`src/rtl/repl_pkg.sv`:
```
package repl_pkg;
  typedef enum logic [1:0] {
    POL_LRU  = 2'd0,
    POL_FIFO = 2'd1,
    POL_LFU  = 2'd2,
    POL_RAND = 2'd3
  } policy_e;
endpackage

```
`src/rtl/repl_rank.sv`:
```
// Per-set recency ranking: rank 0 is newest, rank WAYS-1 is oldest.
module repl_rank #(
  parameter int WAYS = 4,
  parameter int SETS = 8,
  localparam int WAY_W = $clog2(WAYS),
  localparam int SET_W = $clog2(SETS)
) (
  input  logic             clk,
  input  logic             rst,
  input  logic             upd_en,
  input  logic [SET_W-1:0] upd_set,
  input  logic [WAY_W-1:0] upd_way,
  input  logic [SET_W-1:0] look_set,
  output logic [WAY_W-1:0] oldest_way
);
  logic [WAY_W-1:0] rank_q [SETS][WAYS];
  logic [WAYS-1:0]  oldest_mask;

  always_ff @(posedge clk) begin
    if (rst) begin
      for (int s = 0; s < SETS; s++)
        for (int w = 0; w < WAYS; w++)
          rank_q[s][w] <= WAY_W'(w);
    end else if (upd_en) begin
      for (int w = 0; w < WAYS; w++) begin
        if (WAY_W'(w) == upd_way)
          rank_q[upd_set][w] <= '0;
        else if (rank_q[upd_set][w] < rank_q[upd_set][upd_way])
          rank_q[upd_set][w] <= rank_q[upd_set][w] + 1'b1;
      end
    end
  end

  always_comb begin
    oldest_way  = '0;
    oldest_mask = '0;
    for (int w = 0; w < WAYS; w++) begin
      if (rank_q[look_set][w] == WAY_W'(WAYS - 1)) begin
        oldest_way     = WAY_W'(w);
        oldest_mask[w] = 1'b1;
      end
    end
  end

  // checker state: remember the last touched entry
  logic             arm_q;
  logic [SET_W-1:0] arm_set_q;
  logic [WAY_W-1:0] arm_way_q;
  always_ff @(posedge clk) begin
    if (rst) begin
      arm_q     <= 1'b0;
      arm_set_q <= '0;
      arm_way_q <= '0;
    end else begin
      arm_q     <= upd_en;
      arm_set_q <= upd_set;
      arm_way_q <= upd_way;
    end
  end

  // a touched way becomes the newest of its set
  a_r3_touch_newest: assert property (@(posedge clk) disable iff (rst)
    arm_q |-> rank_q[arm_set_q][arm_way_q] == '0);
  // ranking stays a permutation, exactly one oldest way
  a_r3_one_oldest: assert property (@(posedge clk) disable iff (rst)
    $onehot(oldest_mask));
endmodule

```
`src/rtl/repl_lfu.sv`:
```
// Saturating per-way hit counters with lowest-count search.
module repl_lfu #(
  parameter int WAYS  = 4,
  parameter int SETS  = 8,
  parameter int CNT_W = 3,
  localparam int WAY_W = $clog2(WAYS),
  localparam int SET_W = $clog2(SETS),
  localparam logic [CNT_W-1:0] CNT_MAX = {CNT_W{1'b1}}
) (
  input  logic             clk,
  input  logic             rst,
  input  logic             hit_en,
  input  logic             fill_en,
  input  logic [SET_W-1:0] upd_set,
  input  logic [WAY_W-1:0] hit_way,
  input  logic [WAY_W-1:0] fill_way,
  input  logic [SET_W-1:0] look_set,
  output logic [WAY_W-1:0] least_way
);
  logic [CNT_W-1:0] cnt_q [SETS][WAYS];
  logic [CNT_W-1:0] best_cnt;

  always_ff @(posedge clk) begin
    if (rst) begin
      for (int s = 0; s < SETS; s++)
        for (int w = 0; w < WAYS; w++)
          cnt_q[s][w] <= '0;
    end else if (fill_en) begin
      cnt_q[upd_set][fill_way] <= '0;
    end else if (hit_en && cnt_q[upd_set][hit_way] != CNT_MAX) begin
      cnt_q[upd_set][hit_way] <= cnt_q[upd_set][hit_way] + 1'b1;
    end
  end

  always_comb begin
    least_way = '0;
    best_cnt  = cnt_q[look_set][0];
    for (int w = 1; w < WAYS; w++) begin
      if (cnt_q[look_set][w] < best_cnt) begin
        best_cnt  = cnt_q[look_set][w];
        least_way = WAY_W'(w);
      end
    end
  end

  logic             sat_arm_q, clr_arm_q;
  logic [SET_W-1:0] arm_set_q;
  logic [WAY_W-1:0] arm_way_q;
  always_ff @(posedge clk) begin
    if (rst) begin
      sat_arm_q <= 1'b0;
      clr_arm_q <= 1'b0;
      arm_set_q <= '0;
      arm_way_q <= '0;
    end else begin
      sat_arm_q <= hit_en && !fill_en && cnt_q[upd_set][hit_way] == CNT_MAX;
      clr_arm_q <= fill_en;
      arm_set_q <= upd_set;
      arm_way_q <= fill_en ? fill_way : hit_way;
    end
  end

  a_r6_sat_hold: assert property (@(posedge clk) disable iff (rst)
    sat_arm_q |-> cnt_q[arm_set_q][arm_way_q] == CNT_MAX);
  a_r6_fill_clear: assert property (@(posedge clk) disable iff (rst)
    clr_arm_q |-> cnt_q[arm_set_q][arm_way_q] == '0);
endmodule

```
`src/rtl/repl_lfsr.sv`:
```
// Free-running Fibonacci shift register, shifted left each clock.
module repl_lfsr #(
  parameter int LFSR_W = 8,
  parameter logic [LFSR_W-1:0] TAPS = 8'hB8,
  parameter logic [LFSR_W-1:0] SEED = 8'h01
) (
  input  logic              clk,
  input  logic              rst,
  output logic [LFSR_W-1:0] state
);
  always_ff @(posedge clk) begin
    if (rst) state <= SEED;
    else     state <= {state[LFSR_W-2:0], ^(state & TAPS)};
  end

  // a maximal-length register never reaches the all-zero lockup
  a_r7_lfsr_live: assert property (@(posedge clk) disable iff (rst)
    state != '0);
endmodule

```
`src/rtl/victim_picker.sv`:
```
module victim_picker
  import repl_pkg::*;
#(
  parameter int WAYS   = 4,
  parameter int SETS   = 8,
  parameter int CNT_W  = 3,
  parameter int LFSR_W = 8,
  localparam int WAY_W = $clog2(WAYS),
  localparam int SET_W = $clog2(SETS)
) (
  input  logic             clk,
  input  logic             rst,
  input  logic [1:0]       mode,
  input  logic [SET_W-1:0] set_idx,
  input  logic [WAYS-1:0]  valid_mask,
  input  logic             hit_en,
  input  logic [WAY_W-1:0] hit_way,
  input  logic             fill_en,
  input  logic [WAY_W-1:0] fill_way,
  output logic [WAY_W-1:0] victim_way
);
  policy_e          pol;
  logic             touch_en;
  logic [WAY_W-1:0] touch_way;
  logic [WAY_W-1:0] lru_way, fifo_way, lfu_way, free_way;
  logic [LFSR_W-1:0] rnd;
  logic             any_free;

  assign pol       = policy_e'(mode);
  assign touch_en  = hit_en | fill_en;
  assign touch_way = fill_en ? fill_way : hit_way;

  repl_rank #(.WAYS(WAYS), .SETS(SETS)) u_lru (
    .clk(clk), .rst(rst), .upd_en(touch_en), .upd_set(set_idx),
    .upd_way(touch_way), .look_set(set_idx), .oldest_way(lru_way));

  repl_rank #(.WAYS(WAYS), .SETS(SETS)) u_fifo (
    .clk(clk), .rst(rst), .upd_en(fill_en), .upd_set(set_idx),
    .upd_way(fill_way), .look_set(set_idx), .oldest_way(fifo_way));

  repl_lfu #(.WAYS(WAYS), .SETS(SETS), .CNT_W(CNT_W)) u_lfu (
    .clk(clk), .rst(rst), .hit_en(hit_en), .fill_en(fill_en),
    .upd_set(set_idx), .hit_way(hit_way), .fill_way(fill_way),
    .look_set(set_idx), .least_way(lfu_way));

  repl_lfsr #(.LFSR_W(LFSR_W)) u_rnd (
    .clk(clk), .rst(rst), .state(rnd));

  always_comb begin
    any_free = ~&valid_mask;
    free_way = '0;
    for (int w = WAYS - 1; w >= 0; w--)
      if (!valid_mask[w]) free_way = WAY_W'(w);
  end

  always_comb begin
    if (any_free) victim_way = free_way;
    else begin
      unique case (pol)
        POL_LRU:  victim_way = lru_way;
        POL_FIFO: victim_way = fifo_way;
        POL_LFU:  victim_way = lfu_way;
        default:  victim_way = rnd[WAY_W-1:0];
      endcase
    end
  end

  // an empty way is never passed over for a valid one
  a_r2_invalid_first: assert property (@(posedge clk) disable iff (rst)
    any_free |-> !valid_mask[victim_way]);
endmodule

```
`config.mk`:
```
export PLATFORM = sky130hd
export DESIGN_NAME = victim_picker
export DESIGN_NICKNAME = d
export VERILOG_FILES = /design/src/rtl/repl_pkg.sv /design/src/rtl/repl_rank.sv /design/src/rtl/repl_lfu.sv /design/src/rtl/repl_lfsr.sv /design/src/rtl/victim_picker.sv
export SDC_FILE = /design/constraint.sdc
export NUM_CORES = 1
export LEC_CHECK = 0
export BUFFER_PORTS_ARGS = -buffer_cell sky130_fd_sc_hd__buf_2
export CAP_MARGIN = 20
export CORE_UTILIZATION = 55
export CTS_BUF_LIST = sky130_fd_sc_hd__clkbuf_4 sky130_fd_sc_hd__clkbuf_8 sky130_fd_sc_hd__clkbuf_16
export DETAILED_ROUTE_END_ITERATION = 10
export GPL_ROUTABILITY_DRIVEN = 0
export MAX_ROUTING_LAYER = met4
export PLACE_DENSITY = 0.71
export SLEW_MARGIN = 0
export SYNTH_ARGS = -nofsm -noshare
export SYNTH_HDL_FRONTEND = slang
export SYNTH_HIERARCHICAL = 1
export SYNTH_SLANG_ARGS = --single-unit
export TNS_END_PERCENT = 10
```
`constraint.sdc`:
```
create_clock -name clk -period 5 [get_ports clk]
set_clock_uncertainty 0.05 [all_clocks]
set_input_delay 0 -clock clk [delete_from_list [all_inputs] [get_ports clk]]
set_output_delay 0 -clock clk [all_outputs]
set_load 0.05 [all_outputs]
```
==> results of run 1 <==
[cells by family after synthesis]
group | count (synthesis) | synth area share
and+or+nand+nor | 483 | 0.153
AOI/OAI and AO/OA | 321 | 0.158
DFF | 232 | 0.467
muxes | 161 | 0.160
buffers and inverters | 134 | 0.0449
adders and majority gates | 18 | 0.0153
xor gates and xnor gates | 3 | 0.00178
[area by class of cell]
type | count | area [um2]
clock inverter | 18 | 220
sequential | 232 | 6890
tap | 335 | 419
fill | 2092 | 10200
multi-input combinational | 986 | 7260
inverter | 31 | 116
timing repair buffer | 56 | 415
clock buffer | 30 | 698
[where the power goes]
part / switching [uW] / internal (uW)
sequential: 37.4 / 2210
clock: 786 / 1260
combinational: 604 / 358
[per-stage QoR]
step | worst slack, ps | hold WS [ps]
finish | -111 | 48.4
global route | -343 | 62.8
CTS | -5.84 | 39.8
detailed placement | 113 | 350
global placement | 222 | 352
floorplan | 465 | 21.6
[worst paths after layout]
path | start | end | slack [ps] | cells past startpoint
setup / recovery | u_lfu/cnt_q[1][8] | victim_way[1] | -110 | 23
hold / removal | fill_en | u_fifo/rank_q[2][4] | 50 | 3
setup reg to reg | u_lfu/cnt_q[5][10] | u_lfu/cnt_q[3][6] | 770 | 13
hold reg to reg | u_rnd/state[6] | u_rnd/state[7] | 400 | 1
[critical path, stage by stage, from the launching register on]
cell,delay (ps)
edfxtp_1,410
mux4_2,480
mux2_4,300
ha_4,290
o21ai_2,70
nor2b_1,140
o2bb2ai_1,130
a311oi_2,260
ha_2,320
nor2_1,90
nor2_1,60
nor2_2,130
a21oi_2,60
nor2_1,130
a21o_1,100
ha_1,160
nor2_1,60
nand2_1,90
inv_1,50
o21ai_1,110
nand3b_1,190
mux4_2,510
o211a_1,230
buf_6,150
[layer usage]
layer,part of all wire,wire [um],up-vias,GRT usage
met3,0.091,3590,119,0.0422
li1,-,-,5113,-
met4,0.044,1750,0,0.118
met1,0.40,15800,5543,0.392
met2,0.46,18200,637,0.458
met5,0,0,-,-
[layout by cell type (no fill, tap or decap), types with 6 or more instances in the layout]
cell	instances
ha_1	16
nor2b_1	29
a22o_1	8
buf_4	35
dfxtp_1	8
buf_2	15
nand2_1	126
mux4_2	51
o31ai_1	80
a21o_1	12
nand2b_1	19
clkinv_2	6
mux2i_1	56
nor3_1	51
a22oi_1	10
a221oi_1	6
a21oi_1	58
inv_1	31
and3_1	7
and2_1	11
nand3_1	27
mux2_2	43
nor3b_1	10
nor2_1	174
a31oi_1	12
o21ai_0	33
o21bai_1	40
clkbuf_16	27
edfxtp_1	224
[state kept, by name, summed over array words and instances, names as in the netlist]
signal,flops
u_lfu/cnt_q,96
u_fifo/rank_q,64
u_lru/rank_q,64
u_rnd/state,8
[repair_timing]
action | 4_1_cts | 5_1_grt
pin swaps | 8 | 0
buffers inserted | 4 | 0
endpoints found under the setup margin | 2 | 2
resized for setup | 15 | 1
==> flow_summary_export.csv, run 1 <==
group,metric,value,unit
routing,drtIter0Drc,1393,
sta,tns,-184,ps
status,status,"finished, violations left",
critical_path,worstSetupPathType,"reg -> out",
synthesis,synth-edff-count,224,
floorplanning,dieArea,27500,um2
sta,worst_pin_slew,981,ps
critical_path,cp-end-kind,"output pin",
routing,drtPass1Iterations,9,
clocking,cts_root_buf,"clkbuf_16",
synthesis,syn_avg_cell_area,10.9,um2
clocking,cts_made_buffers,26,
sta,maxSlewViolCount,0,
sta,fmax,196,MHz
routing,viasPerCell,6.76,
power,p_leak,0.00567,uW
synthesis,yosys_warnings,6,
job,drv_cap,0,
power,p_per_area,328,nW/um2
sta,period_share,1.02,
place,dp_cells,1632,
critical_path,start_kind,"register",
power,power,5250,uW
routing,drtAntennaViolNets,0,
clocking,path_clk_slew,60,ps
place,dpl_cell_area,15000,um2
sta,finalHoldViolations,0,
clocking,hold_buffers,0,
floorplanning,core_area,26200,um2
cells_and_area,area_delta_synth_final,8.54,%
sta,setup_slack,-111,ps
synthesis,syn-cell-area,14800,um2
sta,fin_crit,5110,ps
floorplanning,initial_core_util,0.563,
floorplanning,die_y,166,um
global_routing,grt_max_degree,111,
synthesis,syn_inst,1352,
status,violations,"DRC, setup timing",
critical_path,cp_max_fo,4,
routing,vias,11412,
synthesis,synthDistinctLibCells,74,
synthesis,synth_nets,1387,
cells_and_area,drive_gt1_frac,0.177,
synthesis,synth-main-ff-cell,"edfxtp_1",
place,io_buffers,18,
clocking,clock-sinks,232,
global_routing,overflow,0,
sta,max_slew_margin,0.339,
hold_path,hold_path_class,"in -> reg",
critical_path,crit_required,4950,ps
floorplanning,num_rows,59,
clocking,cts_htree_levels,1,
power,ir_drop,0.000323,V
clocking,clk_path_buf_depth,3,
global_routing,antenna_found_initial,0,
floorplanning,io_pins,19,
routing,drt_wl_total,39400,um
synthesis,synth_top_area_share,0.456,
synthesis,synth_most_common_cell,"edfxtp_1",
global_routing,grt_pass1_vias,10919,
cells_and_area,diodes,0,
synthesis,synth_async_sr_flop_share,0,
sta,setup-violations-final,2,
synthesis,synthTopCellsByCount,"224 x edfxtp_1, 175 x nor2_1, 126 x nand2_1",
clocking,cts_tree,"built",
synthesis,yosysSeqAreaShare,0.467,
cells_and_area,final_core_util,0.611,
critical_path,worstPathArrival,5060,ps
floorplanning,chipWidth,166,um
sta,rsz0062_at_grt,"yes",
synthesis,synth_top_cell_by_area,"edfxtp_1",
synthesis,synth_area_leaders,"edfxtp_1 46%, mux4_2 7.8%, nor2_1 4.5%",
global_routing,grtUsageTotal,0.295,
routing,drc,3,
cells_and_area,fin_area,16000,um2
cells_and_area,final_cells,1688,
clocking,worstSkewPairLatency,540,ps
routing,avgRoutedWirePerCell,23.3,um
synthesis,synth_seq_cells,232,
cells_and_area,final_nets,1368,
place,dp_hpwl,26700,um
global_routing,grt_pass1_wl,61300,um
Note: power is estimated with default switching activity, not from simulation.
==> run 2: changes to the inputs <==
--- a/config.mk
+++ b/config.mk
@@ -8,7 +8,7 @@
 export BUFFER_PORTS_ARGS = -buffer_cell sky130_fd_sc_hd__buf_2
 export CAP_MARGIN = 20
 export CORE_UTILIZATION = 55
-export CTS_BUF_LIST = sky130_fd_sc_hd__clkbuf_4 sky130_fd_sc_hd__clkbuf_8 sky130_fd_sc_hd__clkbuf_16
+export CTS_BUF_LIST = sky130_fd_sc_hd__clkbuf_8
 export DETAILED_ROUTE_END_ITERATION = 10
 export GPL_ROUTABILITY_DRIVEN = 0
 export MAX_ROUTING_LAYER = met4
==> run 2 against run 1 <==
The flow still finishes with violations (DRC, setup timing). Die area stayed put. Register-to-register slack worse by 30 ps. Global-route usage rose by 0.10 points. Critical path type unchanged. Cell count increased by 1.5%. Sequential cell count did not move. Critical path depth is the same. Maximum frequency grew 0.41%. Routed wire length barely moved.
==> flow_summary_export.csv, run 2 (same netlist as run 1, synthesis figures left out) <==
group,metric,value,unit
status,status,"finished, violations left",
status,violations,"DRC, setup timing",
routing,drtAntennaViolNets,0,
sta,setup_slack,-90.5,ps
critical_path,ff2ff_setup_slack,740,ps
cells_and_area,final_core_util,0.606,
sta,finalHoldViolations,0,
cells_and_area,multi_input_area,7260,um2
global_routing,grt_max_degree,111,
hold_path,hold_path_class,"in -> reg",
power,ir_drop,0.000233,V
place,place_ws,113,ps
critical_path,cpMostUsedCell,"nor2_1",
cells_and_area,final_nets,1384,
global_routing,antenna_found_initial,0,
sta,max_slew_margin,0.359,
place,io_buffers,18,
routing,drtIter0Drc,1593,
critical_path,worstSetupPathType,"reg -> out",
routing,viasPerCell,6.66,
critical_path,crit_required,4950,ps
critical_path,cp_max_fo,4,
power,pwr-share-clk,0.348,
cells_and_area,nFillCells,2134,
cells_and_area,final_common_cell,"edfxtp_1",
cells_and_area,largestRegisters,"u_lfu/cnt_q: 96 flops, u_fifo/rank_q: 64 flops, u_lru/rank_q: 64 flops",
floorplanning,die_y,166,um
floorplanning,io_pins,19,
power,netSwitchingFraction,0.291,
sta,worst_pin_slew,951,ps
hold_path,hold_depth,3,
critical_path,ff2ff_path_depth,13,
clocking,path_clk_slew,60,ps
critical_path,start_kind,"register",
floorplanning,dieArea,27500,um2
clocking,clock-sinks,232,
cells_and_area,diodes,0,
global_routing,grt_pass1_wl,61200,um
global_routing,grtUsageMet2,0.457,
hold_path,worstHoldStart,"fill_en",
cells_and_area,regMostFlops,"u_lfu/cnt_q",
place,dp_hpwl,26700,um
routing,vias,11423,
clocking,clk_path_buf_depth,3,
sta,period_share,1.02,
clocking,cts_htree_levels,2,
sta,maxSlewViolCount,0,
global_routing,overflow,0,
critical_path,worstPathArrival,5040,ps
routing,drtPass1Iterations,9,
routing,drc,3,
global_routing,grt_pass1_vias,10941,
power,combPwrFrac,0.196,
global_routing,grtUsageTotal,0.296,
cells_and_area,ff_latch_area,6890,um2
power,power.switching,1430,uW
floorplanning,core_area,26200,um2
global_routing,gr-usage-met1,0.388,
critical_path,slowest_stage,"mux4_2",
cells_and_area,mostFrequentLayoutCells,"224 x edfxtp_1, 174 x nor2_1, 126 x nand2_1",
global_routing,use_met3,0.0458,
critical_path,r2r_start,"u_lfu/cnt_q[5][10]",
clocking,cts_root_buf,"clkbuf_8",
clocking,hold_buffers,0,
sta,fmax,196,MHz
power,p_per_area,310,nW/um2
critical_path,path_cells,"mux4_2, mux2_4, ha_4, o21ai_2, nor2b_1, o2bb2ai_1, a311oi_2, ha_2, nor2_1, nor2_1, nor2_2, a21oi_2, nor2_1, a21o_1, ha_1, nor2_1, nand2_1, inv_1, o21ai_1, nand3b_1, mux4_2, o211a_1, buf_6",
cells_and_area,largest_register_ffs,96,
power,seq_power_share,0.456,
floorplanning,num_rows,59,
cells_and_area,area_delta_synth_final,7.63,%
power,power,4920,uW
critical_path,regToRegEndpoint,"u_lfu/cnt_q[3][7]",
clocking,cts_made_buffers,41,
power,p_leak,0.00565,uW
global_routing,top_usage_layer,"met2",
cells_and_area,drive_gt1_frac,0.181,
hold_path,min_to,"u_fifo/rank_q[2][4]",
job,drv_cap,0,
routing,avgRoutedWirePerCell,23.0,um
clocking,worstSkewPairLatency,560,ps
power,p_int,3490,uW
critical_path,max_stage_delay,520,ps
critical_path,cp-end-kind,"output pin",
clocking,cts_tree,"built",
sta,rsz0062_at_grt,"yes",
routing,drt_wl_total,39400,um
sta,fin_crit,5090,ps
sta,setup-violations-final,2,
floorplanning,chipWidth,166,um
floorplanning,initial_core_util,0.563,
## run 2: cell type report
class | count | area share
Clock buffer | 41 | 0.0355
Clock inverter | 32 | 0.0135
Inverter | 31 | 0.00733
Multi-Input combinational cell | 986 | 0.457
Sequential cell | 232 | 0.434
Tap cell | 335 | 0.0264
Timing Repair Buffer | 57 | 0.0265
## run 2: per-stage QoR
step / hold WS [ps] / std cells / setup TNS, ps / area, um2
finish: 24.7 / 1714 / -177 / 15900
global route: 45.4 / 1714 / -644 / 15900
CTS: 6.59 / 1710 / -28.2 / 15900
detailed placement: 350 / 1632 / 0 / 15000
global placement: 352 / 1630 / 0 / 15000
floorplan: 21.6 / 1352 / 0 / 14800
## run 2: metal layers
metal | part of all wire | vias up | routed length [um]
met1 | 0.40 | 5531 | 15800
met5 | 0 | - | 0
li1 | - | 5153 | -
met2 | 0.47 | 617 | 18400
met4 | 0.041 | 0 | 1610
met3 | 0.091 | 122 | 3570
## run 2: worst max-delay path by stage
stage                 startpoint       endpoint  slack, ps  depth (start not counted)
3_5_place_dp   u_lfu/cnt_q[1][8]  victim_way[0]        110                         20
2_1_floorplan         set_idx[0]  victim_way[0]        470                         22
4_1_cts        u_lfu/cnt_q[1][8]  victim_way[1]        -10                         20
5_1_grt        u_lfu/cnt_q[0][8]  victim_way[1]       -340                         23
6_report       u_lfu/cnt_q[0][8]  victim_way[1]        -90                         23
3_3_place_gp   u_lfu/cnt_q[7][8]  victim_way[0]        220                         20
## run 2: worst max-delay path: cells and delay by family (launching register included)
kind | cells | cell delay [ps]
AND/OR/NAND/NOR | 8 | 890
flip-flops | 1 | 400
multiplexers | 3 | 1290
adder cells (fa/ha/maj) | 3 | 770
AO/OA/AOI/OAI | 7 | 940
buffers and inverters | 2 | 200
## run 2: timing repair
action | in CTS | in global routing
resized for setup | 15 | 1
endpoints found under the setup margin | 2 | 2
pin swaps | 8 | 0
endpoints found under the hold margin | 0 | 0
setup buffers | 5 | 0
## run 2: power by group through the flow
stage	logic (uW)	registers, uW	clock network, uW
3_5_place_dp	907	2280	0
2_1_floorplan	685	2270	0
6_report	963	2240	1710
4_1_cts	940	2240	1730
5_1_grt	1030	2250	1810
3_3_place_gp	890	2280	0
